File: src/rtl/i2cmem_pkg.sv
package i2cmem_pkg;

   typedef enum logic [1:0] {
      OP_WRITE = 2'd0,
      OP_READ  = 2'd1,
      OP_PROBE = 2'd2,
      OP_BAD   = 2'd3
   } op_e;

   typedef enum logic [1:0] {
      ST_OK      = 2'd0,
      ST_FAIL    = 2'd1,
      ST_ILLEGAL = 2'd2,
      ST_RSVD    = 2'd3
   } status_e;

   typedef enum logic [2:0] {
      PH_CHIPW = 3'd0,
      PH_ADDR  = 3'd1,
      PH_CHIPR = 3'd2,
      PH_WDATA = 3'd3,
      PH_RDATA = 3'd4
   } phase_e;

   typedef struct packed {
      logic       start;
      logic       stop;
      logic       rd;
      logic       nack;
      logic [7:0] data;
   } bytecmd_t;

endpackage

File: src/rtl/i2cmem_dcount.sv
module i2cmem_dcount #(
   parameter int W = 8
) (
   input  logic         clk,
   input  logic         rst_n,
   input  logic         load,
   input  logic [W-1:0] load_val,
   input  logic         dec,
   output logic [W-1:0] value,
   output logic         at_zero,
   output logic         at_one
);

   generate
      if (W < 1) begin : g_bad_width
         $error("i2cmem_dcount: W must be at least 1");
      end
   endgenerate

   logic [W-1:0] cnt_q;

   always_ff @(posedge clk or negedge rst_n) begin
      if (!rst_n) begin
         cnt_q <= '0;
      end else if (load) begin
         cnt_q <= load_val;
      end else if (dec) begin
         cnt_q <= cnt_q - W'(1);
      end
   end

   assign value   = cnt_q;
   assign at_zero = (cnt_q == '0);
   assign at_one  = (cnt_q == W'(1));

   // counters are only stepped while work remains
   assert_no_underflow_R6: assert property (@(posedge clk) disable iff (!rst_n)
      dec && !load |-> !at_zero);

endmodule

File: src/rtl/i2cmem_framer.sv
module i2cmem_framer
   import i2cmem_pkg::*;
#(
   parameter int ADDR_BYTES = 3,
   parameter int IDX_W      = 2
) (
   input  phase_e                    phase,
   input  op_e                       op,
   input  logic [6:0]                chip,
   input  logic [8*ADDR_BYTES-1:0]   addr,
   input  logic [IDX_W-1:0]          idx,
   input  logic                      idx_last,
   input  logic [7:0]                wbyte,
   input  logic                      data_last,
   input  logic                      no_data,
   output bytecmd_t                  cmd
);

   logic [7:0] addr_b [ADDR_BYTES];
   logic [7:0] addr_sel;

   generate
      for (genvar k = 0; k < ADDR_BYTES; k++) begin : g_slice
         assign addr_b[k] = addr[8*k +: 8];
      end
   endgenerate

   always_comb begin
      addr_sel = 8'h00;
      for (int k = 0; k < ADDR_BYTES; k++) begin
         if (idx == IDX_W'(k)) addr_sel = addr_b[k];
      end
   end

   always_comb begin
      cmd = '0;
      unique case (phase)
         PH_CHIPW: begin
            cmd.start = 1'b1;
            cmd.data  = {chip, 1'b0};
         end
         PH_ADDR: begin
            cmd.data = addr_sel;
            cmd.stop = (op == OP_WRITE) && no_data && idx_last;
         end
         PH_CHIPR: begin
            cmd.start = 1'b1;
            cmd.data  = {chip, 1'b1};
         end
         PH_WDATA: begin
            cmd.data = wbyte;
            cmd.stop = data_last;
         end
         PH_RDATA: begin
            cmd.rd   = 1'b1;
            cmd.nack = data_last;
            cmd.stop = data_last;
         end
         default: cmd = '0;
      endcase
   end

endmodule

File: src/rtl/i2cmem_seq.sv
module i2cmem_seq
   import i2cmem_pkg::*;
#(
   parameter int ADDR_BYTES = 3,
   parameter int CNT_W      = 8,
   localparam int IDX_W     = $clog2(ADDR_BYTES + 1),
   localparam int ADDR_W    = 8 * ADDR_BYTES
) (
   input  logic              clk,
   input  logic              rst_n,
   input  logic              req_valid,
   input  logic [1:0]        req_op,
   input  logic [6:0]        req_chip,
   input  logic [ADDR_W-1:0] req_addr,
   input  logic [IDX_W-1:0]  req_alen,
   input  logic [CNT_W-1:0]  req_count,
   output logic              busy,
   output logic              done,
   output logic [1:0]        status,
   input  logic [7:0]        wr_data,
   input  logic              wr_valid,
   output logic              wr_ready,
   output logic [7:0]        rd_data,
   output logic              rd_valid,
   output logic              eng_rst,
   output logic              eng_cmd_valid,
   output logic              eng_cmd_start,
   output logic              eng_cmd_stop,
   output logic              eng_cmd_read,
   output logic              eng_cmd_nack,
   output logic [7:0]        eng_cmd_data,
   input  logic              eng_done,
   input  logic              eng_ok,
   input  logic [7:0]        eng_rx_data
);

   generate
      if (ADDR_BYTES < 1 || ADDR_BYTES > 4) begin : g_bad_abytes
         $error("i2cmem_seq: ADDR_BYTES must be 1 to 4");
      end
      if (CNT_W < 1 || CNT_W > 16) begin : g_bad_cnt
         $error("i2cmem_seq: CNT_W must be 1 to 16");
      end
   endgenerate

   typedef enum logic [2:0] {
      S_IDLE, S_PRST, S_WGET, S_ISSUE, S_WAIT, S_POST, S_DONE
   } state_e;

   state_e             state_q;
   phase_e             phase_q;
   op_e                op_q;
   logic [6:0]         chip_q;
   logic [ADDR_W-1:0]  addr_q;
   logic [IDX_W-1:0]   alen_q;
   logic [7:0]         wbyte_q;
   status_e            status_q;
   logic [7:0]         rd_data_q;
   logic               rd_valid_q;

   // request decode
   op_e  req_op_e;
   logic alen_ok;
   logic req_bad;
   logic accept;

   assign req_op_e = op_e'(req_op);
   assign alen_ok  = (req_alen != '0) && (int'(req_alen) <= ADDR_BYTES);
   assign req_bad  = (req_op_e == OP_BAD)
                  || ((req_op_e != OP_PROBE) && !alen_ok)
                  || ((req_op_e == OP_READ) && (req_count == '0));
   assign accept   = req_valid && (state_q == S_IDLE);

   // counters
   logic             idx_load, idx_dec, idx_zero, idx_one;
   logic [IDX_W-1:0] idx_val;
   logic             cnt_load, cnt_dec, cnt_zero, cnt_one;
   logic [CNT_W-1:0] cnt_val, cnt_init;

   logic step_ok;
   assign step_ok = (state_q == S_WAIT) && eng_done && eng_ok;

   assign idx_load = step_ok && (phase_q == PH_CHIPW);
   assign idx_dec  = step_ok && (phase_q == PH_ADDR) && !idx_zero;
   assign cnt_init = (req_op_e == OP_PROBE) ? CNT_W'(1) : req_count;
   assign cnt_load = accept;
   assign cnt_dec  = step_ok && ((phase_q == PH_WDATA) || (phase_q == PH_RDATA))
                  && !cnt_one;

   i2cmem_dcount #(.W(IDX_W)) u_idx (
      .clk      (clk),
      .rst_n    (rst_n),
      .load     (idx_load),
      .load_val (alen_q - IDX_W'(1)),
      .dec      (idx_dec),
      .value    (idx_val),
      .at_zero  (idx_zero),
      .at_one   (idx_one)
   );

   i2cmem_dcount #(.W(CNT_W)) u_cnt (
      .clk      (clk),
      .rst_n    (rst_n),
      .load     (cnt_load),
      .load_val (cnt_init),
      .dec      (cnt_dec),
      .value    (cnt_val),
      .at_zero  (cnt_zero),
      .at_one   (cnt_one)
   );

   // command framing
   bytecmd_t cmd;

   i2cmem_framer #(.ADDR_BYTES(ADDR_BYTES), .IDX_W(IDX_W)) u_framer (
      .phase     (phase_q),
      .op        (op_q),
      .chip      (chip_q),
      .addr      (addr_q),
      .idx       (idx_val),
      .idx_last  (idx_zero),
      .wbyte     (wbyte_q),
      .data_last (cnt_one),
      .no_data   (cnt_zero),
      .cmd       (cmd)
   );

   // sequencing
   always_ff @(posedge clk or negedge rst_n) begin
      if (!rst_n) begin
         state_q    <= S_IDLE;
         phase_q    <= PH_CHIPW;
         op_q       <= OP_WRITE;
         chip_q     <= '0;
         addr_q     <= '0;
         alen_q     <= '0;
         wbyte_q    <= '0;
         status_q   <= ST_OK;
         rd_data_q  <= '0;
         rd_valid_q <= 1'b0;
      end else begin
         rd_valid_q <= 1'b0;
         unique case (state_q)
            S_IDLE: begin
               if (accept) begin
                  op_q   <= req_op_e;
                  chip_q <= req_chip;
                  addr_q <= req_addr;
                  alen_q <= req_alen;
                  if (req_bad) begin
                     status_q <= ST_ILLEGAL;
                     state_q  <= S_DONE;
                  end else begin
                     status_q <= ST_OK;
                     phase_q  <= (req_op_e == OP_PROBE) ? PH_CHIPR : PH_CHIPW;
                     state_q  <= S_PRST;
                  end
               end
            end
            S_PRST:  state_q <= S_ISSUE;
            S_WGET: begin
               if (wr_valid) begin
                  wbyte_q <= wr_data;
                  state_q <= S_ISSUE;
               end
            end
            S_ISSUE: state_q <= S_WAIT;
            S_WAIT: begin
               if (eng_done) begin
                  if (!eng_ok) begin
                     status_q <= ST_FAIL;
                     state_q  <= S_POST;
                  end else begin
                     unique case (phase_q)
                        PH_CHIPW: begin
                           phase_q <= PH_ADDR;
                           state_q <= S_ISSUE;
                        end
                        PH_ADDR: begin
                           if (!idx_zero) begin
                              state_q <= S_ISSUE;
                           end else if (op_q == OP_READ) begin
                              phase_q <= PH_CHIPR;
                              state_q <= S_ISSUE;
                           end else if (cnt_zero) begin
                              state_q <= S_POST;
                           end else begin
                              phase_q <= PH_WDATA;
                              state_q <= S_WGET;
                           end
                        end
                        PH_CHIPR: begin
                           phase_q <= PH_RDATA;
                           state_q <= S_ISSUE;
                        end
                        PH_WDATA: begin
                           state_q <= cnt_one ? S_POST : S_WGET;
                        end
                        PH_RDATA: begin
                           if (op_q != OP_PROBE) begin
                              rd_data_q  <= eng_rx_data;
                              rd_valid_q <= 1'b1;
                           end
                           state_q <= cnt_one ? S_POST : S_ISSUE;
                        end
                        default: state_q <= S_POST;
                     endcase
                  end
               end
            end
            S_POST:  state_q <= S_DONE;
            S_DONE:  state_q <= S_IDLE;
            default: state_q <= S_IDLE;
         endcase
      end
   end

   assign busy          = (state_q != S_IDLE);
   assign done          = (state_q == S_DONE);
   assign status        = status_q;
   assign wr_ready      = (state_q == S_WGET);
   assign rd_data       = rd_data_q;
   assign rd_valid      = rd_valid_q;
   assign eng_rst       = (state_q == S_PRST) || (state_q == S_POST);
   assign eng_cmd_valid = (state_q == S_ISSUE);
   assign eng_cmd_start = cmd.start;
   assign eng_cmd_stop  = cmd.stop;
   assign eng_cmd_read  = cmd.rd;
   assign eng_cmd_nack  = cmd.nack;
   assign eng_cmd_data  = cmd.data;

   // protocol checks
   assert_done_in_busy_R1: assert property (@(posedge clk) disable iff (!rst_n)
      done |-> busy);
   assert_done_pulse_R1: assert property (@(posedge clk) disable iff (!rst_n)
      done |=> !done);
   assert_rst_quiet_R2: assert property (@(posedge clk) disable iff (!rst_n)
      eng_rst |-> !eng_cmd_valid && !wr_ready);
   assert_start_framing_R3: assert property (@(posedge clk) disable iff (!rst_n)
      eng_cmd_valid && eng_cmd_start |-> !eng_cmd_stop && !eng_cmd_read);
   assert_nack_last_R5: assert property (@(posedge clk) disable iff (!rst_n)
      eng_cmd_valid && eng_cmd_nack |-> eng_cmd_stop && eng_cmd_read);
   assert_rd_after_done_R5: assert property (@(posedge clk) disable iff (!rst_n)
      rd_valid |-> $past(eng_done) && $past(eng_ok));
   assert_single_cmd_R11: assert property (@(posedge clk) disable iff (!rst_n)
      eng_cmd_valid |=> !eng_cmd_valid);
   assert_idle_no_cmd_R11: assert property (@(posedge clk) disable iff (!rst_n)
      !busy |-> !eng_cmd_valid && !eng_rst && !wr_ready);

endmodule

File: config.mk
export PLATFORM = sky130hd
export DESIGN_NAME = i2cmem_seq
export DESIGN_NICKNAME = d
export VERILOG_FILES = /design/src/rtl/i2cmem_pkg.sv /design/src/rtl/i2cmem_dcount.sv /design/src/rtl/i2cmem_framer.sv /design/src/rtl/i2cmem_seq.sv
export SDC_FILE = /design/constraint.sdc
export NUM_CORES = 1
export LEC_CHECK = 0
export ABC_AREA = 0
export BUFFER_PORTS_ARGS = -buffer_cell sky130_fd_sc_hd__buf_4
export CAP_MARGIN = 15
export CORE_MARGIN = 8
export CORE_UTILIZATION = 50
export DETAILED_ROUTE_END_ITERATION = 7
export HOLD_SLACK_MARGIN = 0.03
export PLACE_DENSITY = 0.81
export SYNTH_ARGS = -nofsm -noshare
export SYNTH_HDL_FRONTEND = slang
export SYNTH_SLANG_ARGS = --single-unit
File: constraint.sdc
create_clock -name clk -period 5.7 [get_ports clk]
set_input_delay 0.855 -clock clk [delete_from_list [all_inputs] [get_ports clk]]
set_output_delay 0.855 -clock clk [all_outputs]
set_load 0.005 [all_outputs]
Word-level counts from Yosys, hierarchy flattened
Index checks and enable logic that the tools add are counted.
{ "totals": {"regBits": 70, "wordCells": 125, "out_inout_bits": 28} }
{ "op_classes": {"n_mux": 44, "reduce_logical": 38, "addsub": 3, "n_eq_ne": 28} }
{ "ops": {"columns": ["cell", "n"], "rows": [
  ["$mux W3", 17],
  ["$mux W8", 6],
  ["$pmux W8 S4", 1],
  ["$pmux W3 S6", 1],
  ["$logic_not A8 Y1", 2],
  ["$mux W2", 8],
  ["$ne A2 B2 Y1 const B", 8],
  ["$eq A3 B2 Y1 const B", 4],
  ["$eq A3 B3 Y1 const B", 4],
  ["$logic_and A1 B1 Y1", 12],
  ["$pmux W3 S4", 1],
  ["$pmux W3 S3", 1],
  ["$eq A8 B1 Y1 const B", 1],
  ["$reduce_and A8 Y1", 1],
  ["$reduce_bool A2 Y1", 4],
  ["$sub A8 B1 Y8 const B", 1],
  ["$eq A2 B1 Y1 const B", 3],
  ["$eq A2 B2 Y1 const B", 3],
  ["$eq A3 B1 Y1 const B", 2],
  ["$logic_not A3 Y1", 2],
  ["$mux W1", 6],
  ["$pmux W3 S2", 1],
  ["$reduce_and A5 Y1", 1],
  ["$logic_not A2 Y1", 2],
  ["other kinds (13)", 21]
]} }

Logic depth before layout (Yosys ltp)
Gate-level depths: netlist (run 1).
{ "depth": {"depth_word": 8, "mapped_depth": 8} }

Cells and area by module
A second synthesis (run 1) with hierarchy kept.
{ "unflattened": {"hier_cells": 341, "area_unflattened_um2": 3799.9} }
{ "modules_own_cells": {"columns": ["module", "cells_per_inst", "n_inst", "area_per_inst_um2"], "rows": [
  ["i2cmem_seq", 219, 1, 2745.1],
  ["i2cmem_dcount at u_cnt", 53, 1, 475.5],
  ["i2cmem_framer", 56, 1, 452.9],
  ["i2cmem_dcount at u_idx", 13, 1, 126.4]
]} }

Worst setup path after synthesis (run 1)
No wires, ideal clock.
{ "synth_timing": {"path_kind": "flip-flop to output port", "from": "reg u_idx.cnt_q[1] (netlist: u_idx.value[1])", "to": "out eng_cmd_data[0]", "arrival_time_ns": 1.731, "required_time_ns": 4.845, "n_path_buf": 1, "setup_slack_ns": 3.114, "path_stages_with_launch": 8, "cell_sequence": "dfrtp_1 -> inv_1 -> ha_1 -> clkbuf_1 -> nor2b_1 -> a221oi_1 -> or4_1 -> a21oi_1"} }
{ "synth_via": {"elab_chain_len": 5, "elab_cells_between_ends": 7, "classes_between": "2 x eq/ne; 4 x mux; 1 x reduce/logical"} }
{ "synth_rtl": {"columns": ["element", "line_no", "rtl"], "rows": [
  ["start, declared", "i2cmem_dcount.sv:20", "logic [W-1:0] cnt_q;"],
  ["start signal, assigned", "i2cmem_dcount.sv:26", "cnt_q <= load_val;"],
  ["start signal, assigned", "i2cmem_dcount.sv:28", "cnt_q <= cnt_q - W'(1);"],
  ["$logic_not A2 Y1", "i2cmem_framer.sv:31", "if (idx == IDX_W'(k)) addr_sel = addr_b[k];"],
  ["$mux W8 (2 in a row)", "i2cmem_framer.sv:31", null],
  ["$mux W8 *", "i2cmem_framer.sv:31", null],
  ["$pmux W8 S4 *", "i2cmem_framer.sv:37", "unique case (phase)"],
  ["end, declared", "i2cmem_seq.sv:31", "output logic [7:0] eng_cmd_data,"]
]} }
Every way passes the cells marked *; elsewhere a longest branch is shown, timed or not.

Worst setup path in the final report (run 1)
{ "layout_timing": {"from": "reg u_idx.cnt_q[0] (netlist: u_idx.value[0])", "to": "out eng_cmd_data[0]"} }
Same word-level chain as after synthesis.

==> results.json, run 1 <==
{
  "synth_top_flop_cell": "dfrtp_1",
  "synthArstFlopShare_pct": 100,
  "gp_congestion": 0.925,
  "fin_skew_ns": 0.00988,
  "status": "completed",
  "period_share_pct": 60.0,
  "avgRoutedWirePerCell_um": 16.8,
  "die_area_um2": 10500,
  "initial_core_util_pct": 51.6,
  "root_buffer": "clkbuf_8",
  "path_max_fanout": 7,
  "cts_resized": 0,
  "hold_start": "status[1]",
  "fin_crit_ns": 3.42,
  "syn_area_per_cell_um2": 8.91,
  "grt_max_degree": 71,
  "pre_cts_ws_ns": 2.73,
  "grt_util_all_layers_pct": 21.0,
  "r2r_start": "phase_q[1]",
  "placed_area_um2": 4460,
  "netlist-cell-type-count": 53,
  "finalSetupViolations": 0,
  "grt.overflow.total": 0,
  "hold_viol": 0,
  "postSynthCellCount": 418,
  "design.portCount": 93,
  "cp_top_family": "simple AND/OR/NAND/NOR gates",
  "tightest_slew_ns": 0.918,
  "fin_nets": 571,
  "htree_levels": 3,
  "setup_ws_ns": 2.28,
  "yosysWarnings": 0,
  "vias": 3328,
  "hold_path_class": "reg -> reg",
  "synth-seq-cells": 70,
  "ir_drop_mv": 0.311,
  "cts_made_buffers": 9,
  "netlist_area_um2": 3720,
  "cts_tree": "done",
  "firstDrtPassIters": 4,
  "timing.setup.tns_ns": 0,
  "layout-drive-gt1-share_pct": 26.9,
  "viasPerCell": 5.51,
  "r2r_cells": 5,
  "clk_pin_slew_ns": 0.08,
  "post-cts-setup-buffers": 0,
  "start_kind": "register",
  "slowest_delay_ns": 0.45,
  "drtIter0Drc": 170,
  "cp_num_buf_inv": 2,
  "r2r_slack_ns": 3.22,
  "final_area_um2": 4700,
  "clock.fmax_mhz": 293,
  "cts_hold_buf": 0,
  "route.detailed.drc": 0,
  "yosysTopAreaCellShare_pct": 47.1,
  "syn2layout_area_growth_pct": 26.4,
  "fp.dieH_um": 102,
  "r2r_end": "u_cnt.value[1]",
  "synth_edf_count": 0,
  "grt_pass1_vias": 3468,
  "crit_chain": "inv_1 -> ha_1 -> nor2b_1 -> a221oi_1 -> or4_1 -> a21oi_1 -> buf_4",
  "place_hpwl_um": 7410,
  "cap_violations": 0,
  "antenna_cells": 0,
  "rsz0062_at_grt": "false",
  "synth_nets": 489,
  "maxSlewHeadroom_pct": 38.8,
  "final_max_slew_viol_count": 0,
  "fp-row-count": 31,
  "yosysSeqAreaShare_pct": 47.1,
  "port_buffers": 92,
  "postRouteAntennaNets": 0,
  "final_common_cell": "nand2_1",
  "cts.sinks": 70,
  "clock_latency_ns": 0.35,
  "most-common-layout-cells": "nand2_1 (120), buf_4 (94), dfrtp_1 (70)",
  "cpMaxStageDelayCell": "nor2b_1",
  "min_path_cells": 2,
  "endpoint_kind": "output port",
  "wl_um": 10200,
  "crit_required_ns": 4.85,
  "clockBufferDepth": 2,
  "holdPathEnd": "status[1]",
  "synthTopCellsByArea": "dfrtp_1 (47%), nand2_1 (12%), mux2_2 (5.4%)",
  "fp.dieW_um": 102,
  "p_per_area_nw_per_um2": 507,
  "power.leakage_nw": 2.26,
  "core_um2": 7210,
  "crit_arrival_ns": 2.56,
  "path_class": "reg -> out",
  "yosysTopAreaCell": "dfrtp_1",
  "antenna_found_initial": 0,
  "grt_pass1_wl_um": 17200
}
-- worst register-to-register path: stages, from the launching register on --
cell and delay [ns]:
dfrtp_1 0.73, or3b_4 0.60, a2111oi_4 0.53, nand2_2 0.14, mux2_2 0.29, o21ai_1 0.12
-- metal layers --
layer / track usage, % / part of all wire (%)
met1: 25.2 / 40
met2: 35.0 / 50
met3: 6.47 / 8.6
met4: 6.66 / 1.7
met5: 0 / 0
-- worst max-delay path by stage --
stage	from	endpoint	slack (ns)	cells after the start
floorplan	u_idx.value[1]	eng_cmd_data[0]	3.11	7
global placement	u_idx.value[0]	eng_cmd_data[0]	2.85	7
detailed placement	u_idx.value[0]	eng_cmd_data[0]	2.73	7
CTS	u_idx.value[0]	eng_cmd_data[0]	2.33	7
global route	u_idx.value[0]	eng_cmd_data[2]	2.05	8
finish	u_idx.value[0]	eng_cmd_data[0]	2.28	7
-- through the flow --
step,power [mW],util [%],hold slack (ns),std cells
after global placement,1.84,61.8,0.462,588
final,2.38,65.2,0.494,604
after detailed placement,1.88,61.8,0.473,588
after floorplan,1.50,-,0.446,418
after CTS,2.39,65.2,0.494,604
after global routing,2.57,65.2,0.511,604
-- kinds of logic (layout without fill, tap and decap cells) --
kind of cell,count (synthesis),count (layout),synth area share [%]
simple gates,213,213,27.2
flops,70,70,47.1
compound gates,67,67,12.2
buf+inv,33,120,3.46
mux,20,20,5.98
xor+xnor,9,9,2.12
fa+ha+maj,6,6,2.02
-- registers in the layout, indices dropped and copies added, names as in the netlist --
register / count
wbyte_q: 8
op_q: 2
phase_q: 3
u_idx.value: 2
addr_q: 24
rd_valid: 1
alen_q: 2
rd_data: 8
status: 2
state_q: 3
chip_q: 7
u_cnt.value: 8
-- area by class of cell --
cell class | instances | area [um2]
Inverter | 10 | 37.5
Tap cell | 99 | 124
Clock buffer | 9 | 124
Fill cell | 616 | 2510
Timing Repair Buffer | 94 | 706
Clock inverter | 7 | 120
Sequential cell | 70 | 1750
Multi-Input combinational cell | 315 | 1840
-- cell usage after synthesis, types with 2 or more instances --
cell type  number
a211oi_1        9
a21oi_1        18
a221oi_1        7
a22oi_1         2
a31oi_1         3
and2_1          3
and3_1          2
buf_1           4
clkbuf_1       17
dfrtp_1        70
ha_1            6
inv_1          10
mux2_2         18
mux2i_1         2
nand2_1       120
nand2b_1        5
nand3_1        10
nand3b_1        2
nand4_1         7
nor2_1         19
nor2b_1        12
nor3_1         11
nor3b_1         3
nor4_1          2
o211ai_1        2
o21ai_0        15
or3_1           4
or3_4           2
or4_1           2
xnor2_1         3
xor2_1          6
-- report_power, final --
part           leakage (nW)  internal, mW  total, mW  switching (mW)
logic                  1.27         0.453      0.948           0.494
clock network         0.120         0.292      0.493           0.201
registers             0.878         0.708      0.943           0.234
Power figures use the tool's default switching activity.
==> run 2, diff against run 1 <==
--- a/config.mk
+++ b/config.mk
@@ -9,7 +9,7 @@
 export BUFFER_PORTS_ARGS = -buffer_cell sky130_fd_sc_hd__buf_4
 export CAP_MARGIN = 15
 export CORE_MARGIN = 8
-export CORE_UTILIZATION = 50
+export CORE_UTILIZATION = 48
 export DETAILED_ROUTE_END_ITERATION = 7
 export HOLD_SLACK_MARGIN = 0.03
 export PLACE_DENSITY = 0.81
==> constraint.sdc (replaced) <==
create_clock -name clk -period 2.96 [get_ports clk]
set_input_delay 0.444 -clock clk [delete_from_list [all_inputs] [get_ports clk]]
set_output_delay 0.444 -clock clk [all_outputs]
set_load 0.005 [all_outputs]
==> run 2 against run 1 <==
Critical path depth is the same; total power grew 89%; clock skew shrank 0.0053 ns; worst setup slack lost 2.1 ns; sequential cell count is the same; wire length shrank 2.5%; register-to-register slack lost 2.6 ns; combinational power grew 100%; die area grew 3.5%; global-route usage shrank 2.2 points; utilization shrank 3.3 points; cell count grew 0.99%; critical endpoint unchanged; largest power group unchanged.
==> results.json, run 2 (synthesis results as in run 1) <==
{
  "period_share_pct": 92.4,
  "crit_required_ns": 2.52,
  "r2r_start": "phase_q[2]",
  "path_class": "reg -> out",
  "antenna_found_initial": 0,
  "fin_skew_ns": 0.00462,
  "ir_drop_mv": 0.619,
  "cap_violations": 0,
  "final_area_um2": 4710,
  "status": "completed",
  "syn2layout_area_growth_pct": 26.5,
  "power.leakage_nw": 2.27,
  "largest_register_ffs": 24,
  "cts.sinks": 70,
  "fin_nets": 574,
  "layout-drive-gt1-share_pct": 27.4,
  "avgRoutedWirePerCell_um": 16.2,
  "r2r_end": "u_cnt.value[1]",
  "cts_resized": 0,
  "core_um2": 7610,
  "cts_hold_buf": 0,
  "finalSetupViolations": 0,
  "maxSlewHeadroom_pct": 42.2,
  "grt_pass1_vias": 3526,
  "fin_crit_ns": 2.73,
  "die_area_um2": 10800,
  "root_buffer": "clkbuf_8",
  "timing.setup.tns_ns": 0,
  "grt_util_all_layers_pct": 18.8,
  "cts_tree": "done",
  "rsz0062_at_grt": "false",
  "fp-row-count": 32,
  "clockBufferDepth": 2,
  "place_hpwl_um": 7400,
  "fillCellCount": 653,
  "most-common-layout-cells": "nand2_1 (120), buf_4 (97), dfrtp_1 (70)",
  "final_max_slew_viol_count": 0,
  "gp_congestion": 0.917,
  "grt_max_degree": 71,
  "firstDrtPassIters": 4,
  "fp.dieH_um": 104,
  "crit_arrival_ns": 2.29,
  "p_per_area_nw_per_um2": 955,
  "clock.fmax_mhz": 366,
  "drtIter0Drc": 217,
  "tightest_slew_ns": 0.866,
  "wl_um": 9900,
  "start_kind": "register",
  "fp.dieW_um": 104,
  "r2r_slack_ns": 0.60,
  "antenna_cells": 0,
  "grt.overflow.total": 0,
  "grt_pass1_wl_um": 16800,
  "initial_core_util_pct": 48.9,
  "cts_made_buffers": 9,
  "postRouteAntennaNets": 0,
  "endpoint_kind": "output port",
  "path_max_fanout": 7,
  "vias": 3303,
  "clock_latency_ns": 0.34,
  "viasPerCell": 5.41,
  "route.detailed.drc": 0,
  "clk_pin_slew_ns": 0.07,
  "r2r_cells": 5,
  "regMostFlops": "addr_q",
  "hold_path_class": "in -> async",
  "design.portCount": 93,
  "final_common_cell": "nand2_1",
  "placed_area_um2": 4490,
  "htree_levels": 3,
  "hold_viol": 0,
  "port_buffers": 92,
  "post-cts-setup-buffers": 0
}
run 2: cell count changes in the layout (fill, tap and decap cells not counted), sizes merged:
cell | before | now
inv | 11 | 10
bufinv | 3 | 2
clkbuf | 9 | 10
buf | 94 | 97
clkinv | 2 | 3
run 2: how the worst max path moves through the flow:
stage | to | cells after the start | slack [ns] | startpoint
after floorplan | eng_cmd_data[0] | 7 | 0.79 | u_idx.value[1]
after global placement | eng_cmd_data[0] | 7 | 0.54 | u_idx.value[0]
after detailed placement | eng_cmd_data[0] | 7 | 0.45 | u_idx.value[0]
after CTS | eng_cmd_data[0] | 7 | 0.07 | u_idx.value[0]
after global routing | eng_cmd_data[0] | 7 | 0.06 | u_idx.value[0]
final | eng_cmd_data[0] | 7 | 0.23 | u_idx.value[0]
run 2: final cells by class:
class                           count  area (um2)  share of cell area [%]
Timing Repair Buffer               97         728                    15.5
Sequential cell                    70        1750                    37.2
Tap cell                          102         128                    2.71
Inverter                           10        37.5                   0.797
Clock buffer                       10         128                    2.71
Multi-Input combinational cell    315        1850                    39.3
Clock inverter                      6        86.3                    1.83
run 2: through the flow:
| stage | power [mW] | setup slack (ns) | hold slack (ns) | cells | utilization, % |
|---|---|---|---|---|---|
| 2_1_floorplan | 2.90 | 0.785 | 0.148 | 418 | - |
| 3_3_place_gp | 3.58 | 0.541 | 0.461 | 594 | 59.0 |
| 3_5_place_dp | 3.66 | 0.453 | 0.464 | 594 | 59.0 |
| 4_1_cts | 4.50 | 0.0650 | 0.246 | 610 | 61.8 |
| 5_1_grt | 4.85 | 0.0629 | 0.277 | 610 | 61.9 |
| 6_report | 4.50 | 0.226 | 0.201 | 610 | 61.9 |
run 2: power by group:
group	switching [mW]	leakage [nW]	internal [mW]
Combinational	1.02	1.28	0.902
Clock	0.361	0.106	0.473
Sequential	0.381	0.878	1.37
run 2: layer usage:
metal	vias to the layer above	part of all wire [%]	GRT usage [%]	wire length (um)
met1	1549	41	22.2	4010
li1	1602	-	-	-
met2	136	50	31.8	4960
met5	-	0	0	0
met3	16	7.6	5.20	753
met4	0	1.7	6.93	169
run 2: critical path, cell delays in order, from the launching register on:
cell	delay [ns]
dfrtp_1	0.39
inv_1	0.12
ha_1	0.27
nor2b_4	0.27
a221oi_1	0.11
or4_1	0.43
a21oi_1	0.21
buf_4	0.15
==> run 3, diff against run 2 <==
--- a/config.mk
+++ b/config.mk
@@ -12,6 +12,7 @@
 export CORE_UTILIZATION = 48
 export DETAILED_ROUTE_END_ITERATION = 7
 export HOLD_SLACK_MARGIN = 0.03
+export MAX_ROUTING_LAYER = met4
 export PLACE_DENSITY = 0.81
 export SYNTH_ARGS = -nofsm -noshare
 export SYNTH_HDL_FRONTEND = slang
==> run 3 against run 2 <==
Combinational power increased by 2%; clock skew increased by 0.0075 ns; utilization decreased by 0.18 points; non-clock buffer count increased by 1; final area decreased by 0.29%; critical path type unchanged; critical endpoint unchanged; largest power group unchanged; highest routed layer unchanged.
==> results.json, run 3 (synthesis results as in run 1) <==
{
  "status": "completed",
  "fp.dieH_um": 104,
  "cts_hold_buf": 0,
  "gp_congestion": 0.927,
  "port_buffers": 92,
  "r2r_end": "u_cnt.value[1]",
  "tightest_slew_ns": 0.877,
  "placed_area_um2": 4490,
  "period_share_pct": 93.0,
  "fin_cells": 611,
  "cts_tree": "done",
  "clock_latency_ns": 0.35,
  "clock_power_share_pct": 16.6,
  "p_per_area_nw_per_um2": 943,
  "grtUsageMet2_pct": 32.8,
  "combPwrFrac_pct": 44.2,
  "firstDrtPassIters": 5,
  "cts.sinks": 70,
  "cap_violations": 0,
  "vias": 3330,
  "clock.fmax_mhz": 363,
  "p_switching_mw": 1.80,
  "timing.setup.tns_ns": 0,
  "hold_viol": 0,
  "design.portCount": 93,
  "endpoint_kind": "output port",
  "place_inst": 595,
  "grt_util_met1_pct": 23.5,
  "grt_pass1_vias": 3551,
  "root_buffer": "clkbuf_8",
  "fp-row-count": 32,
  "grt_util_all_layers_pct": 19.7,
  "path_max_fanout": 7,
  "antenna_cells": 0,
  "fin_nets": 575,
  "clockBufferDepth": 2,
  "grt.overflow.total": 0,
  "layout-drive-gt1-share_pct": 27.7,
  "hold_path_class": "in -> async",
  "wl_um": 10100,
  "crit_arrival_ns": 2.31,
  "grt_pass1_wl_um": 17200,
  "use_met3_pct": 3.47,
  "die_area_um2": 10800,
  "seq_power_share_pct": 39.2,
  "power.leakage_nw": 2.26,
  "fin_skew_ns": 0.0122,
  "intPower_mw": 2.63,
  "regMostFlops": "addr_q",
  "r2r_slack_ns": 0.64,
  "viasPerCell": 5.45,
  "grt-busiest-layer": "met2",
  "largest_register_ffs": 24,
  "fp.dieW_um": 104,
  "avgRoutedWirePerCell_um": 16.5,
  "fin_crit_ns": 2.75,
  "final_area_um2": 4690,
  "finalSetupViolations": 0,
  "initial_core_util_pct": 48.9,
  "ir_drop_mv": 0.644,
  "crit_chain": "inv_1 -> ha_1 -> nor2b_4 -> a221oi_1 -> or4_1 -> a21oi_1 -> buf_4",
  "syn2layout_area_growth_pct": 26.1,
  "cts_resized": 0,
  "swShare_pct": 40.5,
  "start_kind": "register",
  "antenna_found_initial": 0,
  "maxSlewHeadroom_pct": 41.5,
  "cts_made_buffers": 9,
  "route.detailed.drc": 0,
  "place_hpwl_um": 7600,
  "postRouteAntennaNets": 0,
  "fillCellCount": 681,
  "startpoint": "u_idx.value[0]",
  "cpMaxStageDelayCell": "or4_1",
  "final_common_cell": "nand2_1",
  "crit_required_ns": 2.52,
  "crit_path_end": "eng_cmd_data[0]",
  "path_class": "reg -> out",
  "htree_levels": 3,
  "most-common-layout-cells": "nand2_1 (120), buf_4 (98), dfrtp_1 (70)",
  "clk_pin_slew_ns": 0.08,
  "post-cts-setup-buffers": 0,
  "core_um2": 7610,
  "drtIter0Drc": 221,
  "rsz0062_at_grt": "false",
  "slowest_delay_ns": 0.41,
  "r2r_cells": 5,
  "r2r_start": "phase_q[2]",
  "final_max_slew_viol_count": 0,
  "grt_max_degree": 71
}
## run 3: cell types whose count changed in the layout (fill, tap and decap cells not counted), sizes merged
cell      change
clkbuf        +1
clkinvlp      +1
inv           +1
buf           +1
clkinv        -1
bufinv        -2
## run 3: per-layer routing
metal | vias to the layer above | wire (um)
met4 | 0 | 155
met5 | - | 0
met3 | 18 | 559
li1 | 1604 | -
met1 | 1581 | 4280
met2 | 127 | 5100
## run 3: critical path, delay by kind of cell (launching register included)
kind | cells | cell delay, ns
compound gates | 2 | 0.29
simple gates | 2 | 0.68
buf+inv | 2 | 0.27
fa+ha+maj | 1 | 0.31
flops | 1 | 0.40
## run 3: through the flow
| stage | utilization [%] | power, mW | hold slack [ns] | setup slack, ns |
|---|---|---|---|---|
| floorplan | - | 2.90 | 0.148 | 0.785 |
| global placement | 59.1 | 3.60 | 0.462 | 0.535 |
| detailed placement | 59.1 | 3.68 | 0.463 | 0.441 |
| CTS | 61.6 | 4.43 | 0.241 | 0.0381 |
| global route | 61.7 | 4.76 | 0.279 | 0.00511 |
| finish | 61.7 | 4.43 | 0.222 | 0.209 |
## run 3: layout make-up
class                           instances  area (um2)  share of cell area [%]
Clock buffer                           11         151                    3.22
Clock inverter                          5        41.3                   0.880
Inverter                               10        37.5                   0.800
Multi-Input combinational cell        315        1850                    39.4
Sequential cell                        70        1750                    37.3
Tap cell                              102         128                    2.72
Timing Repair Buffer                   98         736                    15.7
## run 3: how the worst min path moves through the flow
stage           startpoint          to  cells past startpoint
2_1_floorplan        rst_n   addr_q[0]                      0
3_3_place_gp    addr_q[17]  addr_q[17]                      2
3_5_place_dp     chip_q[2]   chip_q[2]                      2
4_1_cts              rst_n   status[1]                      1
5_1_grt        req_addr[3]   addr_q[3]                      3
6_report             rst_n  rd_data[7]                      1
## run 3: power by group through the flow
stage	combinational, mW	clock, mW	sequential [mW]
after floorplan	1.31	0	1.59
after global placement	1.87	0	1.73
after detailed placement	1.94	0	1.74
after CTS	1.95	0.748	1.73
after global routing	2.19	0.786	1.78
final	1.96	0.734	1.74
